**config.mk**
```make
export PLATFORM = sky130hd
export DESIGN_NAME = wdog_core
export DESIGN_NICKNAME = d
export VERILOG_FILES = /design/src/rtl/wdog_pkg.sv /design/src/rtl/wdog_decode.sv /design/src/rtl/wdog_count.sv /design/src/rtl/wdog_flags.sv /design/src/rtl/wdog_core.sv
export SDC_FILE = /design/constraint.sdc
export NUM_CORES = 1
export LEC_CHECK = 0
export BUFFER_PORTS_ARGS = -buffer_cell sky130_fd_sc_hd__buf_2
export CAP_MARGIN = 20
export CORE_ASPECT_RATIO = 0.75
export CORE_UTILIZATION = 44
export CTS_CLUSTER_DIAMETER = 120
export DETAILED_ROUTE_END_ITERATION = 7
export GPL_TIMING_DRIVEN = 1
export MAX_ROUTING_LAYER = met4
export PLACE_DENSITY = 0.73
export SYNTH_ARGS = -nofsm -noshare
export SYNTH_HDL_FRONTEND = slang
export SYNTH_SLANG_ARGS = --single-unit
```
**constraint.sdc**
```tcl
create_clock -name clk -period 8.4 [get_ports clk]
set_clock_uncertainty 0.1 [all_clocks]
set_input_delay 2.52 -clock clk [delete_from_list [all_inputs] [get_ports clk]]
set_output_delay 2.52 -clock clk [all_outputs]
set_load 0.01 [all_outputs]
```
**src/rtl/wdog_pkg.sv**
```systemverilog
package wdog_pkg;
   localparam int unsigned OFS_COUNT  = 'h00;
   localparam int unsigned OFS_RELOAD = 'h04;
   localparam int unsigned OFS_KICK   = 'h08;
   localparam int unsigned OFS_CTRL   = 'h0C;
   localparam int unsigned OFS_STAT   = 'h10;
   localparam int unsigned OFS_CLEAR  = 'h14;

   localparam int unsigned CB_RUN  = 0;
   localparam int unsigned CB_RST  = 1;
   localparam int unsigned CB_WARN = 2;
   localparam int unsigned CB_EXT  = 3;
   localparam int unsigned CB_USEC = 4;
   localparam int unsigned CB_SCOPE_LO = 5;

   typedef enum logic [1:0] {
      SCOPE_SOC  = 2'b00,
      SCOPE_CHIP = 2'b01,
      SCOPE_CPU  = 2'b10
   } wd_scope_e;

   typedef struct packed {
      logic kick;
      logic wr_reload;
      logic wr_ctrl;
      logic clear;
   } wd_wr_t;
endpackage

```
**src/rtl/wdog_decode.sv**
```systemverilog
module wdog_decode
   import wdog_pkg::*;
#(
   parameter int unsigned ADDR_W = 5,
   parameter int unsigned DATA_W = 32,
   parameter logic [15:0] KEY    = 16'h4755
) (
   input  logic [ADDR_W-1:0] bus_addr,
   input  logic [DATA_W-1:0] bus_wdata,
   input  logic              bus_we,
   output wd_wr_t            wr
);
   localparam logic [DATA_W-1:0] KEY_FULL = DATA_W'(KEY);

   always_comb begin
      wr.kick      = bus_we && (bus_addr == ADDR_W'(OFS_KICK)) && (bus_wdata == KEY_FULL);
      wr.wr_reload = bus_we && (bus_addr == ADDR_W'(OFS_RELOAD));
      wr.wr_ctrl   = bus_we && (bus_addr == ADDR_W'(OFS_CTRL));
      wr.clear     = bus_we && (bus_addr == ADDR_W'(OFS_CLEAR)) && bus_wdata[0];
   end
endmodule

```
**src/rtl/wdog_count.sv**
```systemverilog
module wdog_count #(
   parameter int unsigned CNT_W         = 32,
   parameter bit          HAS_FAST_BASE = 1'b1
) (
   input  logic             clk,
   input  logic             rst_n,
   input  logic             run,
   input  logic             usec_sel,
   input  logic             tick,
   input  logic             kick,
   input  logic             warn_en,
   input  logic [CNT_W-1:0] reload,
   input  logic [CNT_W-1:0] thr,
   output logic [CNT_W-1:0] cnt,
   output logic             expire,
   output logic             prewarn
);
   logic step;

   generate
      if (HAS_FAST_BASE) begin : g_sel_base
         assign step = run & (usec_sel ? tick : 1'b1);
      end else begin : g_tick_only
         logic sel_unused;
         assign sel_unused = usec_sel;
         assign step = run & tick;
      end
   endgenerate

   assign expire  = step & ~kick & (cnt == '0);
   assign prewarn = step & ~kick & warn_en & (cnt == thr);

   always_ff @(posedge clk) begin
      if (!rst_n) begin
         cnt <= '0;
      end else if (kick) begin
         cnt <= reload;
      end else if (step) begin
         cnt <= (cnt == '0) ? reload : cnt - 1'b1;
      end
   end
endmodule

```
**src/rtl/wdog_flags.sv**
```systemverilog
module wdog_flags (
   input  logic clk,
   input  logic rst_n,
   input  logic expire,
   input  logic prewarn,
   input  logic clear,
   input  logic rst_en,
   input  logic ext_en,
   output logic exp_sts,
   output logic pre_sts,
   output logic rst_req,
   output logic ext_req
);
   always_ff @(posedge clk) begin
      if (!rst_n) begin
         exp_sts <= 1'b0;
         pre_sts <= 1'b0;
         rst_req <= 1'b0;
         ext_req <= 1'b0;
      end else begin
         exp_sts <= expire  | (exp_sts & ~clear);
         pre_sts <= prewarn | (pre_sts & ~clear);
         rst_req <= expire & rst_en;
         ext_req <= expire & ext_en;
      end
   end
endmodule

```
**src/rtl/wdog_core.sv**
```systemverilog
module wdog_core
   import wdog_pkg::*;
#(
   parameter int unsigned ADDR_W        = 5,
   parameter int unsigned DATA_W        = 32,
   parameter int unsigned THR_LSB       = 10,
   parameter logic [15:0] KEY           = 16'h4755,
   parameter bit          HAS_FAST_BASE = 1'b1
) (
   input  logic              clk,
   input  logic              rst_n,
   input  logic              tick_1us,
   input  logic [ADDR_W-1:0] bus_addr,
   input  logic [DATA_W-1:0] bus_wdata,
   input  logic              bus_we,
   output logic [DATA_W-1:0] bus_rdata,
   output logic              rst_req,
   output logic [1:0]        rst_scope,
   output logic              ext_req,
   output logic              irq
);
   localparam logic [DATA_W-1:0] THR_MASK  = {DATA_W{1'b1}} << THR_LSB;
   localparam logic [DATA_W-1:0] CTRL_MASK = THR_MASK | DATA_W'(7'h7F);
   localparam logic [DATA_W-1:0] RELOAD_RST = {DATA_W{1'b1}};

   generate
      if (ADDR_W < 5) begin : g_bad_addr
         $error("wdog_core: ADDR_W must reach offset 0x14");
      end
      if (DATA_W < 16) begin : g_bad_data
         $error("wdog_core: DATA_W must hold the restart key");
      end
      if (THR_LSB < 7 || THR_LSB >= DATA_W) begin : g_bad_thr
         $error("wdog_core: THR_LSB must sit above the control bits");
      end
   endgenerate

   wd_wr_t            wr;
   logic              kick_hit;
   logic              clr_hit;
   logic [DATA_W-1:0] ctl_q;
   logic [DATA_W-1:0] reload_q;
   logic [DATA_W-1:0] cnt_q;
   logic              expire;
   logic              prewarn;
   logic              exp_sts;
   logic              pre_sts;

   wdog_decode #(.ADDR_W(ADDR_W), .DATA_W(DATA_W), .KEY(KEY)) u_decode (
      .bus_addr (bus_addr),
      .bus_wdata(bus_wdata),
      .bus_we   (bus_we),
      .wr       (wr)
   );

   assign kick_hit = wr.kick;
   assign clr_hit  = wr.clear;

   always_ff @(posedge clk) begin
      if (!rst_n) begin
         ctl_q    <= '0;
         reload_q <= RELOAD_RST;
      end else begin
         if (wr.wr_ctrl)   ctl_q    <= bus_wdata & CTRL_MASK;
         if (wr.wr_reload) reload_q <= bus_wdata;
      end
   end

   wdog_count #(.CNT_W(DATA_W), .HAS_FAST_BASE(HAS_FAST_BASE)) u_count (
      .clk     (clk),
      .rst_n   (rst_n),
      .run     (ctl_q[CB_RUN]),
      .usec_sel(ctl_q[CB_USEC]),
      .tick    (tick_1us),
      .kick    (kick_hit),
      .warn_en (ctl_q[CB_WARN]),
      .reload  (reload_q),
      .thr     (ctl_q & THR_MASK),
      .cnt     (cnt_q),
      .expire  (expire),
      .prewarn (prewarn)
   );

   wdog_flags u_flags (
      .clk    (clk),
      .rst_n  (rst_n),
      .expire (expire),
      .prewarn(prewarn),
      .clear  (clr_hit),
      .rst_en (ctl_q[CB_RST]),
      .ext_en (ctl_q[CB_EXT]),
      .exp_sts(exp_sts),
      .pre_sts(pre_sts),
      .rst_req(rst_req),
      .ext_req(ext_req)
   );

   assign irq       = pre_sts;
   assign rst_scope = ctl_q[CB_SCOPE_LO +: 2];

   always_comb begin
      bus_rdata = '0;
      case (bus_addr)
         ADDR_W'(OFS_COUNT):  bus_rdata = cnt_q;
         ADDR_W'(OFS_RELOAD): bus_rdata = reload_q;
         ADDR_W'(OFS_CTRL):   bus_rdata = ctl_q;
         ADDR_W'(OFS_STAT):   bus_rdata = DATA_W'({pre_sts, 1'b0, exp_sts});
         default:             bus_rdata = '0;
      endcase
   end
endmodule

```
== Word-level counts from Yosys, hierarchy flattened ==
Index checks and enable logic that the tools add are counted.

* Register bits after elaboration: 97
* Bits of input ports: 41

* Add/sub/neg operators: 1
* Equal/unequal tests: 7
* Muxes and demuxes: 5
* Bitwise logic cells: 13
* Reduce and logical (&&, ||, !) cells: 9

{| class="wikitable"
|+ Operators with widths
! cell !! count
|-
| one-hot mux 32 bit (4 select lines) || 1
|-
| 2-to-1 mux 32 bit || 3
|-
| == test 32 x 15 -> 1 bit, second input constant || 1
|-
| == test 32 bit || 1
|-
| zero test 32 bit || 1
|-
| subtractor 32 x 1 -> 32 bit, second input constant || 1
|-
| == test 5 x 4 -> 1 bit, second input constant || 2
|-
| == test 5 bit, second input constant || 2
|-
| bitwise AND 1 bit || 9
|-
| logical AND 1 bit || 6
|-
| == test 5 x 3 -> 1 bit, second input constant || 1
|-
| zero test 5 bit || 1
|-
| NOT 1 bit || 2
|-
| OR 1 bit || 2
|-
| nonzero test 2 bit || 1
|-
| 2-to-1 mux 1 bit || 1
|}

== Logic depth before layout (Yosys ltp) ==
Gate-level depths: netlist of the first run.

* Depth after elaboration: 8
* Gate-level depth with buffers: 11
* Depth with buffers taken out: 8

== Modules after synthesis ==
A second synthesis of the first run with hierarchy kept.

* Cell total of the unflattened synthesis: 645
* Area, all modules: 5866.9 um2

{| class="wikitable"
|+ By module, submodules not included
! module !! instances !! cells each !! area an instance (um2)
|-
| wdog_core || 1 || 278 || 2976.6
|-
| wdog_count || 1 || 338 || 2616.3
|-
| wdog_decode || 1 || 19 || 153.9
|-
| wdog_flags || 1 || 10 || 120.1
|}

== Worst setup path before layout of the first run ==
Ideal clock, no wire load.

* Path type: input port to output port
* Start point: in bus_addr[4]
* End point: out bus_rdata[0]
* Arrival: 3.947 ns
* Required time: 5.780 ns
* Setup slack: 1.833 ns
* Cell stages on the path: 6
* Path buffers: 2
* Cell sequence: clkbuf_1 -> nand2b_1 -> nor4_1 -> clkbuf_1 -> a22oi_1 -> o21ai_0

* Cells in the longest elaborated chain, start to end: 2
* Elaborated cells on any way between the ends: 5
* Those cells by class: eq/ne: 3; mux: 1; reduce/logical: 1

{| class="wikitable"
|+ RTL lines
! what !! line !! RTL
|-
| start: declaration || wdog_core.sv:13 || <nowiki>input logic [ADDR_W-1:0] bus_addr,</nowiki>
|-
| == test 5 bit (tied with other cells) || wdog_core.sv:103 || <nowiki>case (bus_addr)</nowiki>
|-
| one-hot mux 32 bit (4 select lines) * || wdog_core.sv:103 ||
|-
| end: declaration || wdog_core.sv:16 || <nowiki>output logic [DATA_W-1:0] bus_rdata,</nowiki>
|}

Every way passes the cells marked *; elsewhere a longest branch is shown, timed or not.

== Worst setup path after layout of the first run ==
* Start point: in bus_addr[1]
* End point: out bus_rdata[13]

Same word-level chain as after synthesis.

==> impl_results.md, run 1 <==
* Run status: complete, no violations
* Worst Setup End Kind: output pin
* Initial antenna violation count at 0
* Root Driver: clkbuf_16
* Synth Area per Inst at 7.60 µm²
* Synth top area cells: dfxtp_1, nand2_1, a21oi_1
* Synth Cell Area at 0.00524 mm²
* Tcrit/Tclk final at 85.5%
* Main combinational cell family by area after synthesis: simple AND/OR/NAND/NOR gates
* CTS tree: built
* I/O pin cnt at 78
* Min cycle time layout at 7.18 ns
* First-pass GRT wire length at 27,700 µm
* Vias at 5,514
* Clock buffer count from CTS at 9
* Core area at 0.0116 mm²
* Count of input and output buffers at 77
* Top Layer Used: met4
* Synthesis Warnings at 0
* Largest net degree at the start of global routing at 66
* Slew HR at 24.2%
* Int Power at 0.789 mW
* Number of setup buffers added after CTS at 0
* Power density over the cells at 178 mW/mm²
* Worst Setup SP: bus_addr[1]
* Worst setup margin at 1.22 ns
* Layout Nets at 776
* Starting DRT DRC Count at 724
* Layout area overhead at 14.5%
* Leakage power at 2.84 nW
* Clock Sink Count at 97
* Synthesized net count at 732
* CTS Hold Buffers Added at 0
* Total grt overflow at 0
* Top-area cell type share of the netlist area at 37.1%
* M1 WL at 7920 µm
* Die area at 0.0123 mm²
* R2R Path Start: u_count.cnt[5]
* Vias in the first global route at 5,078
* First-pass detailed-route iteration total at 7
* Setup crit end: bus_rdata[13]
* Fill cells at 1,131
* Max FO, Critical Path at 16
* Req. time, crit path at 5.78 ns
* Area leader, netlist: dfxtp_1
* Slew Limit Fails at 0
* Layout cells sized above 1 at 16.1%
* # DRC at 0
* Logic pwr share at 12.9%
* Post-DR wirelength/cell at 19.3 µm
* CP startpoint kind: primary input
* Post_cts resized at 0
* Die Y-Extent at 96.5 µm
* Clock Latency Late Sink at 0.35 ns
* # rows at 34
* Max H-tree Level at 3
* Max Buffers Root-to-Sink at 2
* Post-synth EDFFs at 0
* Netlist cell types at 56
* Peak supply drop at 0.102 mV
* Post-DP HPWL at 11,500 µm
* Register-to-register setup slack at 4.78 ns
* Sequential share of power at 44.1%
* Routability congestion estimate at 0.901
* Reg-to-reg endpoint: u_count.cnt[19]
* Simple-gate share of the synthesized area at 27.6%
* Seq/Total Area, Yosys at 37.1%
* Via density at 6.13
* R2R depth at 6
* Sw frac at 25.9%
* Detail Route Antenna Nets at 0
* CTS clk-pin slew, worst paths at 0.06 ns
* Max Clk Rate at 0.139 GHz
* Synth Area in Adders at 0.478%
* RSZ-0062 raised after global routing: false
* Worst slew pin tran at 1.13 ns
* GRT Overall Usage at 30.1%
* Final setup vio count at 0
* Setup TNS at 0 ns
* Synth Area in Compound Gates at 19.7%
* Initial Util at 45.2%
* CP arrival at 4.56 ns
* Async S/R FF share, synth at 0%
* P_sw at 0.276 mW
* Gate Count Post-Synth at 689
* Synth Register Bits at 97
* Diode count at 0
* Leading register cell type out of synthesis: dfxtp_1
* DR WL met2 at 7360 µm
* Die width at 128 µm
* Clock share of power at 43.0%
* Worst slack at placement at 1.28 ns
* Routed length on met3 at 1860 µm
* Post-synthesis mux area share at 4.02%
* Crit path kind: primary input to output pin
* Max_cap viols at 0
* Hold Crit Class: flip-flop to flip-flop
* Final Hold Fails at 0
* DRT Wirelength at 17,400 µm
* Synth Area in XOR/XNOR at 3.68%
==> area by class of cell <==
type | count | area [µm²] | share of cell area [%]
clock buffers | 12 | 256 | 4.28
clock inverters | 4 | 75.1 | 1.25
inverters | 32 | 120 | 2.00
multi-input cells | 504 | 2910 | 48.6
flip-flops and latches | 97 | 1940 | 32.4
well taps | 162 | 203 | 3.38
repair buffers | 89 | 483 | 8.06
==> cell families (layout without fill, tap and decap cells) <==
family,after synthesis,after routing
fa+ha+maj,2,2
flops,97,97
simple gates,310,310
buf+inv,88,137
mux,21,21
compound gates,149,149
xor+xnor,22,22
==> critical path, stage by stage <==
cell	delay, ns
buf_2	0.12
or4_1	0.59
nor2_2	0.62
buf_4	0.37
a222oi_1	0.11
inv_1	0.08
buf_2	0.12
==> worst min path at each step <==
stage / from / end / slack (ns) / depth (start not counted)
4_1_cts: ctl_q[5] / ctl_q[5] / 0.38 / 2
2_1_floorplan: ctl_q[1] / ctl_q[1] / 0.34 / 2
3_3_place_gp: ctl_q[6] / ctl_q[6] / 0.36 / 2
6_report: ctl_q[5] / ctl_q[5] / 0.38 / 2
5_1_grt: reload_q[17] / reload_q[17] / 0.41 / 2
3_5_place_dp: ctl_q[5] / ctl_q[5] / 0.37 / 2
==> sequential cells by signal, indices dropped and copies added (netlist names) <==
name and cells:
ctl_q 29, u_flags.rst_req 1, u_flags.pre_sts 1, u_flags.exp_sts 1, reload_q 32, u_flags.ext_req 1
u_count.cnt 32
==> per-stage QoR <==
stage	area, µm²	util (%)	hold slack, ns	std cells	power (mW)
2_1_floorplan	5240	-	0.344	689	0.579
3_3_place_gp	5650	48.8	0.358	883	0.611
3_5_place_dp	5660	48.9	0.367	884	0.613
4_1_cts	5990	51.8	0.376	900	1.06
5_1_grt	5990	51.8	0.406	900	1.10
6_report	5990	51.8	0.376	900	1.07
==> metal layers <==
layer | vias to the layer above | GRT usage, %
met5 | - | -
met4 | 0 | 6.08
met3 | 22 | 6.28
met2 | 340 | 45.2
met1 | 2600 | 41.9
li1 | 2552 | -
==> Yosys cell counts (3+ instances only) <==
| cell type | number |
|---|---|
| nor3_1 | 17 |
| inv_1 | 31 |
| a22oi_1 | 3 |
| a22o_1 | 3 |
| buf_6 | 4 |
| o22ai_1 | 18 |
| buf_4 | 3 |
| nor3b_1 | 3 |
| a21oi_1 | 55 |
| xor2_1 | 16 |
| nand2_1 | 161 |
| clkbuf_1 | 46 |
| dfxtp_1 | 97 |
| a222oi_1 | 27 |
| or2_2 | 5 |
| a31oi_1 | 3 |
| and2_1 | 3 |
| or3_1 | 6 |
| nand3_1 | 39 |
| nor2_1 | 25 |
| nor4_1 | 13 |
| mux2i_1 | 21 |
| o21a_1 | 4 |
| o21ai_0 | 14 |
| or4_1 | 9 |
| xnor2_1 | 6 |
| nand4_1 | 12 |
| and3_1 | 4 |
==> power by group through the flow <==
stage	clock network, mW	logic [mW]	registers [mW]
3_3_place_gp	0	0.130	0.480
4_1_cts	0.460	0.134	0.470
5_1_grt	0.480	0.148	0.470
2_1_floorplan	0	0.101	0.478
3_5_place_dp	0	0.133	0.480
6_report	0.458	0.137	0.470
==> cells in the final DEF (no fill, tap or decap), types with 11 or more instances in the layout <==
| master | n |
|---|---|
| nand2_1 | 161 |
| dfxtp_1 | 97 |
| buf_2 | 77 |
| a21oi_1 | 55 |
| nand3_1 | 39 |
| inv_1 | 31 |
| a222oi_1 | 27 |
| nor2_1 | 24 |
| mux2i_1 | 21 |
| o22ai_1 | 18 |
| nor3_1 | 17 |
| xor2_1 | 16 |
| o21ai_0 | 14 |
| nor4_1 | 12 |
| nand4_1 | 12 |
| buf_4 | 11 |
No activity file was read; power rests on OpenSTA's default activity.
==> run 2, diff against run 1 <==
==> constraint.sdc (replaced) <==
create_clock -name clk -period 8.4 [get_ports clk]
set_clock_uncertainty 0.1 [all_clocks]
set_input_delay 1.26 -clock clk [delete_from_list [all_inputs] [get_ports clk]]
set_output_delay 1.26 -clock clk [all_outputs]
set_load 0.01 [all_outputs]
==> run 2 against run 1 <==
  * Critical path depth did not move
  * Count of clock-buffer cells in the layout shrank 2
  * Die area did not move
  * Combinational power is essentially flat
  * Register-to-register slack improved by 0.07 ns
  * Routed wire length down 2.2%
  * Worst setup slack better by 2.6 ns
  * Sequential share of layout area up 0.38 points
  * First-iteration DRC count is 41% higher
  * Global-route usage is 0.93 points lower
  * Sequential power about the same
  * Worst hold slack worse by 0.0021 ns
  * Largest power group unchanged
  * Highest routed layer unchanged
==> impl_results.md, run 2 (synthesis results as in run 1) <==
* Run status: complete, no violations
* Count of input and output buffers at 77
* Initial antenna violation count at 0
* First-pass GRT wire length at 27,000 µm
* Die width at 128 µm
* First-pass detailed-route iteration total at 6
* P_sw at 0.276 mW
* Initial Util at 45.2%
* Min cycle time layout at 4.60 ns
* Clock buffer count from CTS at 9
* Clock Latency Late Sink at 0.35 ns
* Routability congestion estimate at 0.900
* Area of the multi-input gates at 0.00291 mm²
* Peak supply drop at 0.111 mV
* # DRC at 0
* Tcrit/Tclk final at 54.8%
* Req. time, crit path at 7.04 ns
* Max FO, Critical Path at 16
* Total grt overflow at 0
* Post_cts resized at 0
* Vias at 5,549
* Via density at 6.17
* Root Driver: clkbuf_16
* Storage cell area at 0.00194 mm²
* Slew Limit Fails at 0
* Int Power at 0.710 mW
* Final Hold Fails at 0
* Logic pwr share at 13.8%
* Detail Route Antenna Nets at 0
* CTS tree: built
* Setup TNS at 0 ns
* Core area at 0.0116 mm²
* GRT Overall Usage at 29.2%
* Post-DR wirelength/cell at 18.9 µm
* Max Clk Rate at 0.217 GHz
* Slew HR at 28.6%
* Sequential share of power at 47.7%
* Most common cell after layout, fill and taps aside: nand2_1
* Crit path kind: primary input to output pin
* Max H-tree Level at 3
* Cell-by-cell trace of the critical path: buf_2, or4_1, nor2_2, buf_4, a222oi_1, inv_1, buf_2
* Clock share of power at 38.5%
* Top Registers: reload_q x32, u_count.cnt x32, ctl_q x29
* Die area at 0.0123 mm²
* Leakage power at 2.81 nW
* Vias in the first global route at 5,046
* Largest stage delay on the critical path at 0.60 ns
* CP startpoint kind: primary input
* Buf/Inv on CP at 4
* Layout cells sized above 1 at 16.0%
* Most frequent cells in the layout: nand2_1, dfxtp_1, buf_2
* Largest delay share family, worst path: simple AND/OR/NAND/NOR gates
* Diode count at 0
* Worst slack at placement at 3.73 ns
* CP arrival at 3.24 ns
* Max Buffers Root-to-Sink at 2
* Power density over the cells at 166 mW/mm²
* Number of setup buffers added after CTS at 0
* RSZ-0062 raised after global routing: false
* Die Y-Extent at 96.5 µm
* Worst slew pin tran at 1.06 ns
* Layout area overhead at 13.2%
* Sw frac at 28.0%
* Largest net degree at the start of global routing at 66
* CP dominant cell by count: buf_2
* Post-DP HPWL at 11,700 µm
* Fill cells at 1,148
* CTS Hold Buffers Added at 0
* CTS clk-pin slew, worst paths at 0.06 ns
* Layout Nets at 776
* I/O pin cnt at 78
* Clock Sink Count at 97
* # rows at 34
* Max_cap viols at 0
* Slowest CP cell: or4_1
* Hold Crit Class: flip-flop to flip-flop
* DRT Wirelength at 17,000 µm
* Worst setup margin at 3.80 ns
* Starting DRT DRC Count at 1,020
* Final setup vio count at 0
* Worst Setup End Kind: output pin
run 2: cell count changes in the layout (fill, tap and decap cells not counted), sizes merged:
cell	delta
bufinv	-2
clkinv	+3
clkbuf	-2
run 2: cell type report:
cell class                      count  share of cell area [%]
Timing Repair Buffer               89                    8.15
Clock buffer                       10                    3.86
Inverter                           32                    2.03
Multi-Input combinational cell    504                    49.2
Sequential cell                    97                    32.8
Tap cell                          162                    3.42
Clock inverter                      5                   0.570
run 2: metrics by stage:
stage | instances | util, % | hold slack (ns) | area (µm²) | power, mW
global placement | 883 | 48.8 | 0.357 | 5650 | 0.610
floorplan | 689 | - | 0.344 | 5240 | 0.579
CTS | 899 | 51.2 | 0.377 | 5920 | 0.982
finish | 899 | 51.2 | 0.373 | 5920 | 0.986
detailed placement | 884 | 48.9 | 0.368 | 5660 | 0.613
global route | 899 | 51.2 | 0.389 | 5920 | 1.02
run 2: power by group through the flow:
stage | Clock, mW | Combinational (mW) | Sequential, mW
CTS | 0.380 | 0.133 | 0.470
global placement | 0 | 0.130 | 0.480
detailed placement | 0 | 0.132 | 0.480
finish | 0.380 | 0.136 | 0.470
global route | 0.398 | 0.147 | 0.470
floorplan | 0 | 0.101 | 0.478
run 2: worst paths after layout:
| path | cells after the start | endpoint | slack [ns] | startpoint |
|---|---|---|---|---|
| setup reg to reg | 6 | u_count.cnt[29] | 4.85 | u_count.cnt[26] |
| setup / recovery | 7 | bus_rdata[10] | 3.80 | bus_addr[1] |
| hold / removal | 2 | ctl_q[6] | 0.37 | ctl_q[6] |
| hold reg to reg | 2 | ctl_q[6] | 0.37 | ctl_q[6] |
run 2: tightest hold or removal path: cells and delay by family (launching register included):
family	cells	cell delay, ns
compound gates	1	0.05
flops	1	0.32
simple gates	1	0.05
run 2: routing by layer:
layer / vias up / part of all wire (%) / track usage, %
li1: 2561 / - / -
met3: 43 / 12 / 6.17
met2: 360 / 43 / 43.1
met1: 2585 / 43 / 39.6
met4: 0 / 2.1 / 10.2
met5: - / 0 / -
==> run 3, diff against run 2 <==
==> constraint.sdc (replaced) <==
create_clock -name clk -period 4.8 [get_ports clk]
set_clock_uncertainty 0.1 [all_clocks]
set_input_delay 0.72 -clock clk [delete_from_list [all_inputs] [get_ports clk]]
set_output_delay 0.72 -clock clk [all_outputs]
set_load 0.01 [all_outputs]
==> run 3 against run 2 <==
  * Cell count increased by 0.56%
  * Sequential share of layout area decreased by 0.46 points
  * Largest cell class unchanged
  * Global-route usage decreased by 0.14 points
  * First-iteration DRC count decreased by 1.9%
  * Cell area increased by 1.4%
  * Non-clock buffer count increased by 4
  * Sequential cell count unchanged
  * Worst setup slack got worse by 2.6 ns
  * Core utilization increased by 0.74 points
==> impl_results.md, run 3 (synthesis results as in run 1) <==
* Run status: complete, no violations
* # DRC at 0
* Count of input and output buffers at 77
* Worst slack at placement at 1.08 ns
* Initial antenna violation count at 0
* Final Hold Fails at 0
* Most frequent cells in the layout: nand2_1, dfxtp_1, buf_2
* Clock buffer count from CTS at 9
* Via density at 6.15
* Layout area overhead at 14.8%
* Diode count at 0
* Top Registers: reload_q x32, u_count.cnt x32, ctl_q x29
* Core area at 0.0116 mm²
* Worst Setup End Kind: output pin
* Post-DR wirelength/cell at 18.9 µm
* Layout Nets at 780
* Req. time, crit path at 3.98 ns
* Hold Crit Class: flip-flop to flip-flop
* Detail Route Antenna Nets at 0
* Post-DP HPWL at 11,800 µm
* Routability congestion estimate at 0.921
* CP startpoint kind: primary input
* Die width at 128 µm
* Max Buffers Root-to-Sink at 2
* Power density over the cells at 305 mW/mm²
* Dpl cell area at 0.00568 mm²
* Worst hold slack at 0.375 ns
* Root Driver: clkbuf_16
* Post_cts resized at 0
* Peak supply drop at 0.200 mV
* First-pass GRT wire length at 26,900 µm
* Most common cell after layout, fill and taps aside: nand2_1
* Vias in the first global route at 4,920
* Slew Limit Fails at 0
* Clock Sink Count at 97
* Slew HR at 41.0%
* Initial Util at 45.2%
* Vias at 5,561
* First-pass detailed-route iteration total at 6
* CTS tree: built
* Setup TNS at 0 ns
* Layout cells sized above 1 at 16.2%
* Max_cap viols at 0
* Clock Latency Late Sink at 0.34 ns
* DRT Wirelength at 17,100 µm
* CTS clk-pin slew, worst paths at 0.07 ns
* # rows at 34
* Logic pwr share at 13.3%
* Max H-tree Level at 3
* Crit path kind: primary input to output pin
* Tcrit/Tclk final at 74.7%
* Total grt overflow at 0
* P_sw at 0.476 mW
* Number of setup buffers added after CTS at 0
* CP arrival at 2.77 ns
* Worst slew pin tran at 0.886 ns
* Final Cell Area at 0.00601 mm²
* Final setup vio count at 0
* Worst setup margin at 1.21 ns
* CTS Hold Buffers Added at 0
* Int Power at 1.36 mW
* Min cycle time layout at 3.59 ns
* Die area at 0.0123 mm²
* GRT Overall Usage at 29.1%
* Max Clk Rate at 0.279 GHz
* Sequential share of power at 44.9%
* Starting DRT DRC Count at 1,001
* Utilization of the core after routing at 51.9%
* Clock share of power at 41.8%
* RSZ-0062 raised after global routing: false
* Leakage power at 2.86 nW
* Max FO, Critical Path at 16
* Largest net degree at the start of global routing at 45
* Die Y-Extent at 96.5 µm
* I/O pin cnt at 78
* Sw frac at 26.0%
## run 3: changes by cell type in the layout (fill, tap and decap cells not counted), sizes merged
cell      delta
buf          +4
clkinvlp     -2
clkbuf       +3
bufinv       +2
clkinv       -2
## run 3: cell type report
| cell class | instances | area (µm²) |
|---|---|---|
| clock buffer | 13 | 240 |
| clock inverter | 3 | 65.1 |
| fill | 1158 | 5560 |
| inverter | 32 | 120 |
| multi-input combinational | 504 | 2910 |
| sequential | 97 | 1940 |
| tap | 162 | 203 |
| timing repair buffer | 93 | 526 |
## run 3: metal layers
| metal | wire length, µm | vias to the layer above | track usage [%] |
|---|---|---|---|
| met2 | 7320 | 341 | 42.8 |
| met3 | 1820 | 29 | 5.29 |
| met5 | 0 | - | - |
| met1 | 7700 | 2629 | 41.0 |
| li1 | - | 2562 | - |
| met4 | 235 | 0 | 7.16 |
## run 3: power by group through the flow
stage	combinational, mW	sequential (mW)	clock [mW]
3_3_place_gp	0.231	0.840	0
2_1_floorplan	0.177	0.836	0
4_1_cts	0.237	0.822	0.768
5_1_grt	0.261	0.823	0.810
3_5_place_dp	0.235	0.841	0
6_report	0.243	0.823	0.767
## run 3: metrics by stage
step,power [mW],std cells
after floorplan,1.01,689
after global placement,1.07,887
after detailed placement,1.08,887
after CTS,1.83,903
after global routing,1.89,904
final,1.83,904
## run 3: critical path, stage by stage
cell and delay, ns:
buf_2 0.12, or4_1 0.59, nor2_2 0.63, buf_4 0.36
a222oi_1 0.15, inv_1 0.08, buf_2 0.12
## run 3: final timing paths
path / startpoint / to / slack (ns) / cells after the start
worst max-delay path: bus_addr[1] / bus_rdata[31] / 1.21 / 7
worst min-delay path: ctl_q[5] / ctl_q[5] / 0.38 / 2
worst max register to register: u_count.cnt[22] / u_count.cnt[0] / 1.59 / 6
worst min register to register: ctl_q[5] / ctl_q[5] / 0.38 / 2
